## src/rtl/spi_reg_pkg.sv

```systemverilog
package spi_reg_pkg;

  localparam logic [7:0]  CMD_READ   = 8'h03;
  localparam logic [7:0]  CMD_WRITE  = 8'h02;
  localparam int          HDR_BITS   = 24;
  localparam int          WORD_BITS  = 32;
  localparam int          FRAME_BITS = HDR_BITS + WORD_BITS;
  localparam logic [15:0] PROBE_ADDR = 16'h0064;
  localparam logic [15:0] CFG_ADDR   = 16'h0074;
  localparam logic [31:0] PROBE_WORD = 32'h8765_4321;
  localparam int          RDY_BIT    = 27;

  typedef enum logic [1:0] {SRC_PROBE, SRC_CFG, SRC_BUS} rd_src_e;

  // reverse byte order so a word can be shifted MSB first on the wire
  function automatic logic [31:0] swap_bytes(input logic [31:0] w);
    return {w[7:0], w[15:8], w[23:16], w[31:24]};
  endfunction

endpackage

```

## src/rtl/spi_pin_sync.sv

```systemverilog
module spi_pin_sync #(
  parameter int STAGES = 2
) (
  input  logic clk,
  input  logic rst,
  input  logic sck_i,
  input  logic cs_n_i,
  input  logic mosi_i,
  output logic sck_rise,
  output logic sck_fall,
  output logic sel_act,
  output logic mosi_s
);
  localparam int TOP = STAGES - 1;

  // each stage holds {sck, cs_n, mosi}
  logic [STAGES-1:0][2:0] pipe;
  logic                   sck_prev;

  always_ff @(posedge clk) begin
    if (rst) begin
      pipe     <= {STAGES{3'b010}};
      sck_prev <= 1'b0;
    end else begin
      pipe[0] <= {sck_i, cs_n_i, mosi_i};
      for (int i = 1; i < STAGES; i++) pipe[i] <= pipe[i-1];
      sck_prev <= pipe[TOP][2];
    end
  end

  assign sck_rise = pipe[TOP][2] & ~sck_prev;
  assign sck_fall = ~pipe[TOP][2] & sck_prev;
  assign sel_act  = ~pipe[TOP][1];
  assign mosi_s   = pipe[TOP][0];

endmodule

```

## src/rtl/spi_frame_engine.sv

```systemverilog
module spi_frame_engine
  import spi_reg_pkg::*;
(
  input  logic        clk,
  input  logic        rst,
  input  logic        sck_rise,
  input  logic        sck_fall,
  input  logic        sel_act,
  input  logic        mosi_s,
  input  logic        rd_valid,
  input  logic [31:0] rd_word,
  output logic        rd_req,
  output logic        wr_req,
  output logic [15:0] req_addr,
  output logic [31:0] wr_data,
  output logic        miso
);
  localparam int CW = $clog2(FRAME_BITS + 1);
  localparam logic [CW-1:0] CNT_OP   = CW'(7);
  localparam logic [CW-1:0] CNT_ADDR = CW'(HDR_BITS - 1);
  localparam logic [CW-1:0] CNT_HDR  = CW'(HDR_BITS);
  localparam logic [CW-1:0] CNT_LAST = CW'(FRAME_BITS - 1);
  localparam logic [CW-1:0] CNT_END  = CW'(FRAME_BITS);

  logic [CW-1:0] bit_cnt;
  logic [31:0]   rx_sh;
  logic [31:0]   tx_sh;
  logic [31:0]   rd_hold;
  logic [7:0]    opcode;
  logic [31:0]   rx_next;

  assign rx_next = {rx_sh[30:0], mosi_s};

  always_ff @(posedge clk) begin
    if (rst) begin
      bit_cnt  <= '0;
      rx_sh    <= '0;
      tx_sh    <= '0;
      rd_hold  <= '0;
      opcode   <= '0;
      req_addr <= '0;
      wr_data  <= '0;
      rd_req   <= 1'b0;
      wr_req   <= 1'b0;
    end else begin
      rd_req <= 1'b0;
      wr_req <= 1'b0;
      if (rd_valid) rd_hold <= rd_word;
      if (!sel_act) begin
        bit_cnt <= '0;
        tx_sh   <= '0;
        opcode  <= '0;
      end else begin
        if (sck_rise && bit_cnt != CNT_END) begin
          rx_sh   <= rx_next;
          bit_cnt <= bit_cnt + 1'b1;
          if (bit_cnt == CNT_OP) opcode <= rx_next[7:0];
          if (bit_cnt == CNT_ADDR) begin
            req_addr <= rx_next[15:0];
            rd_req   <= (opcode == CMD_READ);
          end
          if (bit_cnt == CNT_LAST && opcode == CMD_WRITE) begin
            wr_data <= swap_bytes(rx_next);
            wr_req  <= 1'b1;
          end
        end
        if (sck_fall && opcode == CMD_READ) begin
          if (bit_cnt == CNT_HDR)     tx_sh <= swap_bytes(rd_hold);
          else if (bit_cnt > CNT_HDR) tx_sh <= {tx_sh[30:0], 1'b0};
        end
      end
    end
  end

  assign miso = tx_sh[31];

endmodule

```

## src/rtl/spi_reg_file.sv

```systemverilog
module spi_reg_file
  import spi_reg_pkg::*;
#(
  parameter int          READY_CYCLES = 200,
  parameter logic [31:0] CFG_VALUE    = 32'h0000_0000
) (
  input  logic        clk,
  input  logic        rst,
  input  logic        rd_req,
  input  logic        wr_req,
  input  logic [15:0] req_addr,
  input  logic [31:0] wr_data,
  input  logic [31:0] bus_rdata,
  output logic        rd_valid,
  output logic [31:0] rd_word,
  output logic [15:0] bus_addr,
  output logic [31:0] bus_wdata,
  output logic        bus_wr,
  output logic        bus_rd,
  output logic        cfg_ready
);
  localparam int RW = $clog2(READY_CYCLES + 1);
  localparam logic [RW-1:0] RDY_LIMIT = RW'(READY_CYCLES);

  logic [RW-1:0] rdy_cnt;
  rd_src_e       src1, src2;
  logic          v1;
  logic          hit_probe, hit_cfg, hit_local;
  logic [31:0]   cfg_word;

  always_ff @(posedge clk) begin
    if (rst) rdy_cnt <= '0;
    else if (rdy_cnt != RDY_LIMIT) rdy_cnt <= rdy_cnt + 1'b1;
  end
  assign cfg_ready = (rdy_cnt == RDY_LIMIT);

  assign hit_probe = (req_addr == PROBE_ADDR);
  assign hit_cfg   = (req_addr == CFG_ADDR);
  assign hit_local = hit_probe | hit_cfg;

  always_ff @(posedge clk) begin
    if (rst) begin
      bus_rd    <= 1'b0;
      bus_wr    <= 1'b0;
      bus_addr  <= '0;
      bus_wdata <= '0;
      src1      <= SRC_BUS;
      src2      <= SRC_BUS;
      v1        <= 1'b0;
      rd_valid  <= 1'b0;
    end else begin
      bus_rd <= rd_req & ~hit_local;
      bus_wr <= wr_req & ~hit_local;
      if ((rd_req | wr_req) && !hit_local) bus_addr <= req_addr;
      if (wr_req && !hit_local) bus_wdata <= wr_data;
      if (rd_req) src1 <= hit_probe ? SRC_PROBE : (hit_cfg ? SRC_CFG : SRC_BUS);
      v1       <= rd_req;
      src2     <= src1;
      rd_valid <= v1;
    end
  end

  always_comb begin
    cfg_word          = CFG_VALUE;
    cfg_word[RDY_BIT] = cfg_ready;
    case (src2)
      SRC_PROBE: rd_word = PROBE_WORD;
      SRC_CFG:   rd_word = cfg_word;
      default:   rd_word = bus_rdata;
    endcase
  end

endmodule

```

## src/rtl/spi_reg_target.sv

```systemverilog
module spi_reg_target
  import spi_reg_pkg::*;
#(
  parameter int          SYNC_STAGES  = 2,
  parameter int          READY_CYCLES = 200,
  parameter logic [31:0] CFG_VALUE    = 32'h0140_0A5C
) (
  input  logic        clk,
  input  logic        rst,
  input  logic        spi_sck,
  input  logic        spi_cs_n,
  input  logic        spi_mosi,
  output logic        spi_miso,
  output logic [15:0] bus_addr,
  output logic [31:0] bus_wdata,
  output logic        bus_wr,
  output logic        bus_rd,
  input  logic [31:0] bus_rdata
);
  logic        sck_rise, sck_fall, sel_act, mosi_s;
  logic        rd_req, wr_req, rd_valid, cfg_ready;
  logic [15:0] req_addr;
  logic [31:0] wr_data, rd_word;

  spi_pin_sync #(.STAGES(SYNC_STAGES)) u_sync (
    .clk(clk), .rst(rst), .sck_i(spi_sck), .cs_n_i(spi_cs_n), .mosi_i(spi_mosi),
    .sck_rise(sck_rise), .sck_fall(sck_fall), .sel_act(sel_act), .mosi_s(mosi_s)
  );

  spi_frame_engine u_frame (
    .clk(clk), .rst(rst), .sck_rise(sck_rise), .sck_fall(sck_fall),
    .sel_act(sel_act), .mosi_s(mosi_s), .rd_valid(rd_valid), .rd_word(rd_word),
    .rd_req(rd_req), .wr_req(wr_req), .req_addr(req_addr), .wr_data(wr_data),
    .miso(spi_miso)
  );

  spi_reg_file #(.READY_CYCLES(READY_CYCLES), .CFG_VALUE(CFG_VALUE)) u_regs (
    .clk(clk), .rst(rst), .rd_req(rd_req), .wr_req(wr_req), .req_addr(req_addr),
    .wr_data(wr_data), .bus_rdata(bus_rdata), .rd_valid(rd_valid), .rd_word(rd_word),
    .bus_addr(bus_addr), .bus_wdata(bus_wdata), .bus_wr(bus_wr), .bus_rd(bus_rd),
    .cfg_ready(cfg_ready)
  );

endmodule

```

## config.mk

```make
export PLATFORM = sky130hd
export DESIGN_NAME = spi_reg_target
export DESIGN_NICKNAME = d
export VERILOG_FILES = /design/src/rtl/spi_reg_pkg.sv /design/src/rtl/spi_pin_sync.sv /design/src/rtl/spi_frame_engine.sv /design/src/rtl/spi_reg_file.sv /design/src/rtl/spi_reg_target.sv
export SDC_FILE = /design/constraint.sdc
export NUM_CORES = 1
export LEC_CHECK = 0
export ABC_AREA = 1
export BUFFER_PORTS_ARGS = -buffer_cell sky130_fd_sc_hd__buf_4
export CAP_MARGIN = 10
export CORE_MARGIN = 2
export CORE_UTILIZATION = 55
export CTS_BUF_LIST = sky130_fd_sc_hd__clkbuf_8
export DETAILED_ROUTE_END_ITERATION = 7
export HOLD_SLACK_MARGIN = 0.1
export PLACE_DENSITY = 0.8
export SETUP_SLACK_MARGIN = 0.05
export SKIP_LAST_GASP = 1
export SLEW_MARGIN = 20
export SYNTH_ARGS = -nofsm -noshare
export SYNTH_HDL_FRONTEND = slang
export SYNTH_SLANG_ARGS = --single-unit
```

## constraint.sdc

```tcl
create_clock -name clk -period 1.8 [get_ports clk]
set_input_delay 0.09 -clock clk [delete_from_list [all_inputs] [get_ports clk]]
set_output_delay 0.09 -clock clk [all_outputs]
set_load 0.01 [all_outputs]
```

==> metrics.yaml, run 1 <==
route:
  drt.antenna.violating_nets: 0
  dr_wl_met2_mm: 9.55
  first_pass_iters: 7
  routed_via_density: 4.93
  met1_length_mm: 9.62
  wirelength_mm: 20.7
  wl_per_cell_um: 12.5
  drt_iter0_drc: 420
  top_layer_used: "met4"
  dr_wl_met3_mm: 1.03
  drcViolationCount: 0
  via_count: 8167
pwr:
  peakVddDrop_mv: 0.667
  p_per_area_mw_per_mm2: 869
  switching_share_pct: 21.5
  p_comb_share_pct: 3.1
  p_int_w: 0.00775
  seqPwrFrac_pct: 51.9
  power_leakage_nw: 4.85
  p_switching_w: 0.00212
  pwr-share-clk_pct: 44.9
final_layout:
  antenna_cells: 0
  seqCellArea_mm2: 0.00461
  multi_input_area_mm2: 0.00384
  drive_gt1_share_pct: 13.9
  area_delta_synth_final_pct: 21.6
  nFillCells: 1361
  fin_nets: 1453
cts:
  insertion_delay_ps: 530
  root_buffer: "clkbuf_8"
  cts_buffers: 38
  clk_pin_slew_worst_paths_ps: 60
  clk_path_buf_depth: 3
  cts_sinks: 230
  htreeDepth: 2
  cts_tree: "done"
setup_path:
  crit_required_ps: 2240
  path_cells: "inv_1 -> ha_1 -> nand2_2 -> nor2_4 -> nand2_4 -> nand2_4 -> nor2_8 -> buf_4 -> nand2_1 -> a21oi_1"
  crit_cells: 10
  reg2reg_slack_ps: 160
  cp-start-kind: "register"
  r2r_start: "u_frame.bit_cnt[0]"
  r2r-end: "u_frame.req_addr[5]"
  slowest_delay_ps: 360
  ff2ff_path_depth: 10
  cpLargestDelayFamily: "simple AND/OR/NAND/NOR gates"
  cp_slowest_cell: "dfxtp_2"
  end_kind: "register"
  worst-setup-path-type: "reg2reg"
  crit_buf_inv: 2
  cp.arrival_ps: 2080
  path_max_fanout: 9
  cpMostUsedCell: "nand2_4"
die:
  ios: 88
  num_rows: 47
  die-area_mm2: 0.0180
  die_w_um: 134
  floorplan.initialDensity_pct: 56.3
  core_mm2: 0.0166
  die_y_um: 134
synth:
  synth-seq-cells: 230
  synth_flop_cell: "dfxtp_1"
  syn_nets: 1333
  yosysWarnings: 0
  synthesis.instances: 1292
  yosysTopAreaCellShare_pct: 49.3
  synth.distinct_cells: 35
  synth_enable_flop_cells: 0
  yosys-top-cells-area: "dfxtp_1 49%, nand2_1 12%, nor2_1 9.0%"
  yosysSeqAreaShare_pct: 49.3
  async_flop_share_pct: 0
  syn_avg_cell_area_um2: 7.23
  synth.cell_area_mm2: 0.00934
  yosys.area.top_type: "dfxtp_1"
sta:
  fin_worst_skew_ps: 24.9
  period_share_pct: 91.1
  maxSlewViolCount: 0
  tightestPinTransition_ps: 527
  rsz0062_at_grt: "no"
  setup_viol: 0
  timing.fmax_mhz: 610
  finalHoldViolCount: 0
  setup_tns_ps: 0
  slew_headroom_pct: 64.8
  hold_ws_ps: 311
  min_period_ps: 1640
place:
  port_buffers: 87
  gp_congestion: 0.884
  dp_hpwl_mm: 12.5
global_routing:
  antenna_found_initial: 0
  grt_use_total_pct: 23.0
  grt_max_degree: 69
  grt-ovfl-total: 0
  grt_pass1_vias: 7463
  grt_first_pass_wirelength_mm: 34.6
job:
  drv_cap: 0
outcome:
  outcome: "completed"
hold_path:
  min_to: "u_sync.pipe[1]"
  hp-start: "spi_cs_n"
  min_path_type: "in2reg"
  whs_path_depth: 3
## cells by family (layout without fill, tap and decap cells)
family / after synthesis / after routing / share of synthesized area, %
fa+ha+maj: 4 / 4 / 0.536
buf+inv: 225 / 367 / 10.1
flops: 230 / 230 / 49.3
simple gates: 564 / 565 / 24.1
xor+xnor: 3 / 3 / 0.281
compound gates: 266 / 266 / 15.8
## layout by cell type (no fill, tap or decap), types with 17 or more instances in the layout
cell / n
a21oi_1: 78
buf_4: 106
clkbuf_8: 47
dfxtp_1: 228
dlygate4sd3_1: 36
inv_1: 157
nand2_1: 289
nor2_1: 224
nor3_1: 17
o211ai_1: 17
o21ai_0: 119
o21bai_1: 32
## area by class of cell
type | instances | share of cell area (%)
clock buffers | 47 | 5.69
repair buffers | 152 | 11.6
well taps | 220 | 2.42
multi-input cells | 838 | 33.8
clock inverters | 16 | 0.848
inverters | 152 | 5.04
flip-flops and latches | 230 | 40.5
## sequential cells by signal, summed over array words and instances, names as in the netlist
| signal | cells |
|---|---|
| u_frame.rd_hold | 32 |
| u_frame.tx_sh | 32 |
| u_frame.wr_data | 32 |
| u_regs.bus_wdata | 32 |
| u_frame.rx_sh | 31 |
| u_frame.req_addr | 16 |
| u_regs.bus_addr | 16 |
| u_frame.opcode | 8 |
| u_regs.rdy_cnt | 8 |
| u_frame.bit_cnt | 6 |
| u_sync.pipe | 5 |
| u_regs.src1 | 2 |
| u_regs.src2 | 2 |
| u_frame.rd_req | 1 |
| u_frame.wr_req | 1 |
| u_regs.bus_rd | 1 |
| u_regs.bus_wr | 1 |
| u_regs.rd_valid | 1 |
| u_regs.v1 | 1 |
| u_sync.mosi_s | 1 |
| u_sync.sck_prev | 1 |
## metrics by stage
stage	total power, W	area [µm²]	worst slack [ps]	cells	util [%]
2_1_floorplan	0.00536	9340	250	1292	-
3_3_place_gp	0.00547	10100	122	1548	61.2
3_5_place_dp	0.00547	10100	20.7	1548	61.2
4_1_cts	0.00997	11300	57.2	1647	67.9
5_1_grt	0.0103	11400	42.8	1655	68.5
6_report	0.00987	11400	161	1655	68.5
## tightest hold or removal path: cells and delay by family
family,cells,cell delay (ps)
and+or+nand+nor,1,80
buffers and inverters,2,610
## power by group through the flow
| stage | logic (W) | clock network (W) | registers, W |
|---|---|---|---|
| finish | 0.000310 | 0.00443 | 0.00513 |
| floorplan | 0.000131 | 0 | 0.00523 |
| global placement | 0.000234 | 0 | 0.00524 |
| CTS | 0.000302 | 0.00454 | 0.00512 |
| detailed placement | 0.000238 | 0 | 0.00524 |
| global route | 0.000341 | 0.00480 | 0.00512 |
## cell usage after synthesis, types with 2 or more instances
cell type,count
nand2_2,3
inv_1,148
or2_2,3
buf_4,2
nand3_1,8
o21bai_1,32
nand3_2,3
buf_6,7
o21ai_0,119
nor3_1,18
a211oi_1,3
o211ai_1,17
xor2_1,2
o21ai_1,15
nand4_1,4
a21oi_1,78
nand2_1,291
inv_2,3
clkbuf_1,32
ha_1,4
nor2_1,225
dfxtp_1,230
buf_2,27
buf_1,4
nor2_2,4
## routing by layer
| layer | track usage [%] | vias up |
|---|---|---|
| met1 | 30.5 | 3648 |
| met2 | 37.3 | 212 |
| met5 | 0 | - |
| li1 | - | 4270 |
| met4 | 8.36 | 0 |
| met3 | 4.46 | 37 |
## what timing repair did
item | CTS | global route
endpoints found under the hold margin | 53 | 0
resized for setup | 1 | 13
setup buffers | 0 | 7
gates cloned | 0 | 1
pin swaps | 1 | 1
endpoints found under the setup margin | 6 | 87
hold buffers | 36 | 0
## worst max-delay path by stage
stage                            start                    to  slack [ps]
global route        u_frame.bit_cnt[0]   u_frame.wr_data[31]          40
finish              u_frame.bit_cnt[0]   u_frame.req_addr[5]         160
global placement    u_frame.bit_cnt[0]  u_frame.req_addr[12]         120
detailed placement  u_frame.bit_cnt[0]    u_frame.wr_data[6]          20
CTS                 u_frame.bit_cnt[0]   u_frame.req_addr[1]          60
floorplan           u_frame.bit_cnt[0]   u_frame.wr_data[28]         250
Power figures use the tool's default switching activity.
==> inputs of run 2 (changes only) <==
==> constraint.sdc (replaced) <==
create_clock -name clk -period 1.6 [get_ports clk]
set_input_delay 0.08 -clock clk [delete_from_list [all_inputs] [get_ports clk]]
set_output_delay 0.08 -clock clk [all_outputs]
set_load 0.01 [all_outputs]
==> metrics.yaml, run 2 (synthesis gave the netlist of run 1 again) <==
sta:
  setup_viol: 1
  period_share_pct: 101
  min_period_ps: 1610
  hold_ws_ps: 359
  maxSlewViolCount: 0
  slew_headroom_pct: 71.3
  setup_slack_ps: -10.1
  finalHoldViolCount: 0
  fin_worst_skew_ps: 32.6
  tightestPinTransition_ps: 429
  setup_tns_ps: -10.1
  rsz0062_at_grt: "yes"
  timing.fmax_mhz: 621
place:
  dp.cells: 1560
  dp_hpwl_mm: 12.8
  gp_congestion: 0.855
  port_buffers: 87
die:
  ios: 88
  floorplan.initialDensity_pct: 56.3
  core_mm2: 0.0166
  die_w_um: 134
  num_rows: 47
  die-area_mm2: 0.0180
  die_y_um: 134
setup_path:
  r2r_start: "u_frame.bit_cnt[1]"
  cpMostUsedCell: "buf_12"
  worst-setup-path-type: "reg2reg"
  slowest_delay_ps: 330
  crit_buf_inv: 3
  cpLargestDelayFamily: "simple AND/OR/NAND/NOR gates"
  cp.arrival_ps: 2070
  cp_slowest_cell: "dfxtp_2"
  path_max_fanout: 8
  end_kind: "register"
  cp-start-kind: "register"
  path_cells: "inv_2 -> ha_4 -> nand2_4 -> nor2_4 -> nand2_2 -> nand3_4 -> buf_12 -> buf_12 -> o21bai_1 -> nand2_1 -> nor2_1"
  crit_required_ps: 2060
  crit_start: "u_frame.bit_cnt[1]"
pwr:
  pwr-share-clk_pct: 45.0
  p_per_area_mw_per_mm2: 929
  p_switching_w: 0.00244
  switching_share_pct: 21.8
  peakVddDrop_mv: 0.700
  seqPwrFrac_pct: 51.6
  p_int_w: 0.00873
  p_comb_share_pct: 3.4
  power_leakage_nw: 5.13
outcome:
  violations: "negative setup slack"
  outcome: "finished, violations left"
final_layout:
  nFillCells: 1248
  fin_util_pct: 72.5
  layout_commonest_cell: "nand2_1"
  final_cell_mix: "289 x nand2_1, 228 x dfxtp_1, 217 x nor2_1"
  multi_input_area_mm2: 0.00404
  antenna_cells: 0
  seqCellArea_mm2: 0.00461
  area_delta_synth_final_pct: 28.7
  fin_nets: 1480
  drive_gt1_share_pct: 17.4
  final_cells: 1682
cts:
  cts_sinks: 230
  cts_buffers: 38
  clk_path_buf_depth: 3
  insertion_delay_ps: 540
  clk_pin_slew_worst_paths_ps: 60
  cts_tree: "done"
  htreeDepth: 2
  root_buffer: "clkbuf_8"
route:
  wirelength_mm: 22.7
  first_pass_iters: 5
  drcViolationCount: 0
  drt.antenna.violating_nets: 0
  drt_iter0_drc: 531
  wl_per_cell_um: 13.5
  routed_via_density: 5.10
  via_count: 8576
global_routing:
  antenna_found_initial: 0
  grt_max_degree: 93
  grt_use_total_pct: 23.3
  grt-ovfl-total: 0
  grt_first_pass_wirelength_mm: 35.2
  grt_pass1_vias: 7732
job:
  drv_cap: 0
hold_path:
  hp-start: "bus_rdata[10]"
  min_path_type: "in2reg"
run 2: cell types whose count changed in the layout (fill, tap and decap cells not counted), moves of 5 or more:
cell       change
a21oi_2        +7
o21ai_1        +9
clkbuf_16      +7
nor3_2         +6
o21ai_2        +8
buf_12         +7
nor2_1         -7
o21ai_0       -17
nor3_1         -6
clkinv_2       -5
buf_4          +7
a21oi_1        -7
run 2: worst register-to-register path: cells and delay by family, from the launching register on:
| family | cells | cell delay, ps |
|---|---|---|
| flip-flops | 1 | 330 |
| AND/OR/NAND/NOR | 6 | 510 |
| buffers and inverters | 3 | 380 |
| adder cells (fa/ha/maj) | 1 | 160 |
| AO/OA/AOI/OAI | 1 | 170 |
run 2: worst paths after layout:
path	to	slack [ps]	depth (start not counted)
setup / recovery	u_frame.wr_data[29]	-10	11
hold / removal	u_frame.rd_hold[10]	360	4
setup reg to reg	u_frame.wr_data[29]	-10	11
hold reg to reg	u_sync.pipe[5]	400	2
run 2: metal layers:
metal	share of wire, %	wire, µm	track usage [%]	vias to the layer above
li1	-	-	-	4333
met1	44	10000	30.8	3937
met2	48	10800	38.4	252
met3	5.8	1330	4.38	54
met4	2.4	550	8.19	0
met5	0	0	0	-
run 2: power groups by stage:
| stage | Sequential, W | Combinational [W] | Clock, W |
|---|---|---|---|
| 2_1_floorplan | 0.00588 | 0.000147 | 0 |
| 3_3_place_gp | 0.00589 | 0.000261 | 0 |
| 3_5_place_dp | 0.00589 | 0.000265 | 0 |
| 4_1_cts | 0.00576 | 0.000351 | 0.00512 |
| 5_1_grt | 0.00576 | 0.000409 | 0.00537 |
| 6_report | 0.00577 | 0.000377 | 0.00503 |
run 2: per-stage QoR:
step / area (µm²) / total power (W) / setup slack (ps)
after floorplan: 9340 / 0.00603 / 50.1
after global placement: 10300 / 0.00615 / 27.3
after detailed placement: 10300 / 0.00615 / -78.8
after CTS: 11600 / 0.0112 / 38.2
after global routing: 12000 / 0.0115 / -90.0
final: 12000 / 0.0112 / -10.1
run 2: timing repair:
item / CTS / global route
hold endpoints to repair: 45 / 0
setup buffers: 8 / 1
setup endpoints to repair: 49 / 112
gates resized for setup: 25 / 62
pin swaps: 5 / 20
hold buffers: 39 / 0
gates cloned: 3 / 8
run 2: final cells by class:
class,count,area share [%]
Timing Repair Buffer,178,14.8
Sequential cell,230,38.3
Tap cell,220,2.29
Clock inverter,16,0.822
Clock buffer,47,5.38
Multi-Input combinational cell,839,33.6
Inverter,152,4.85
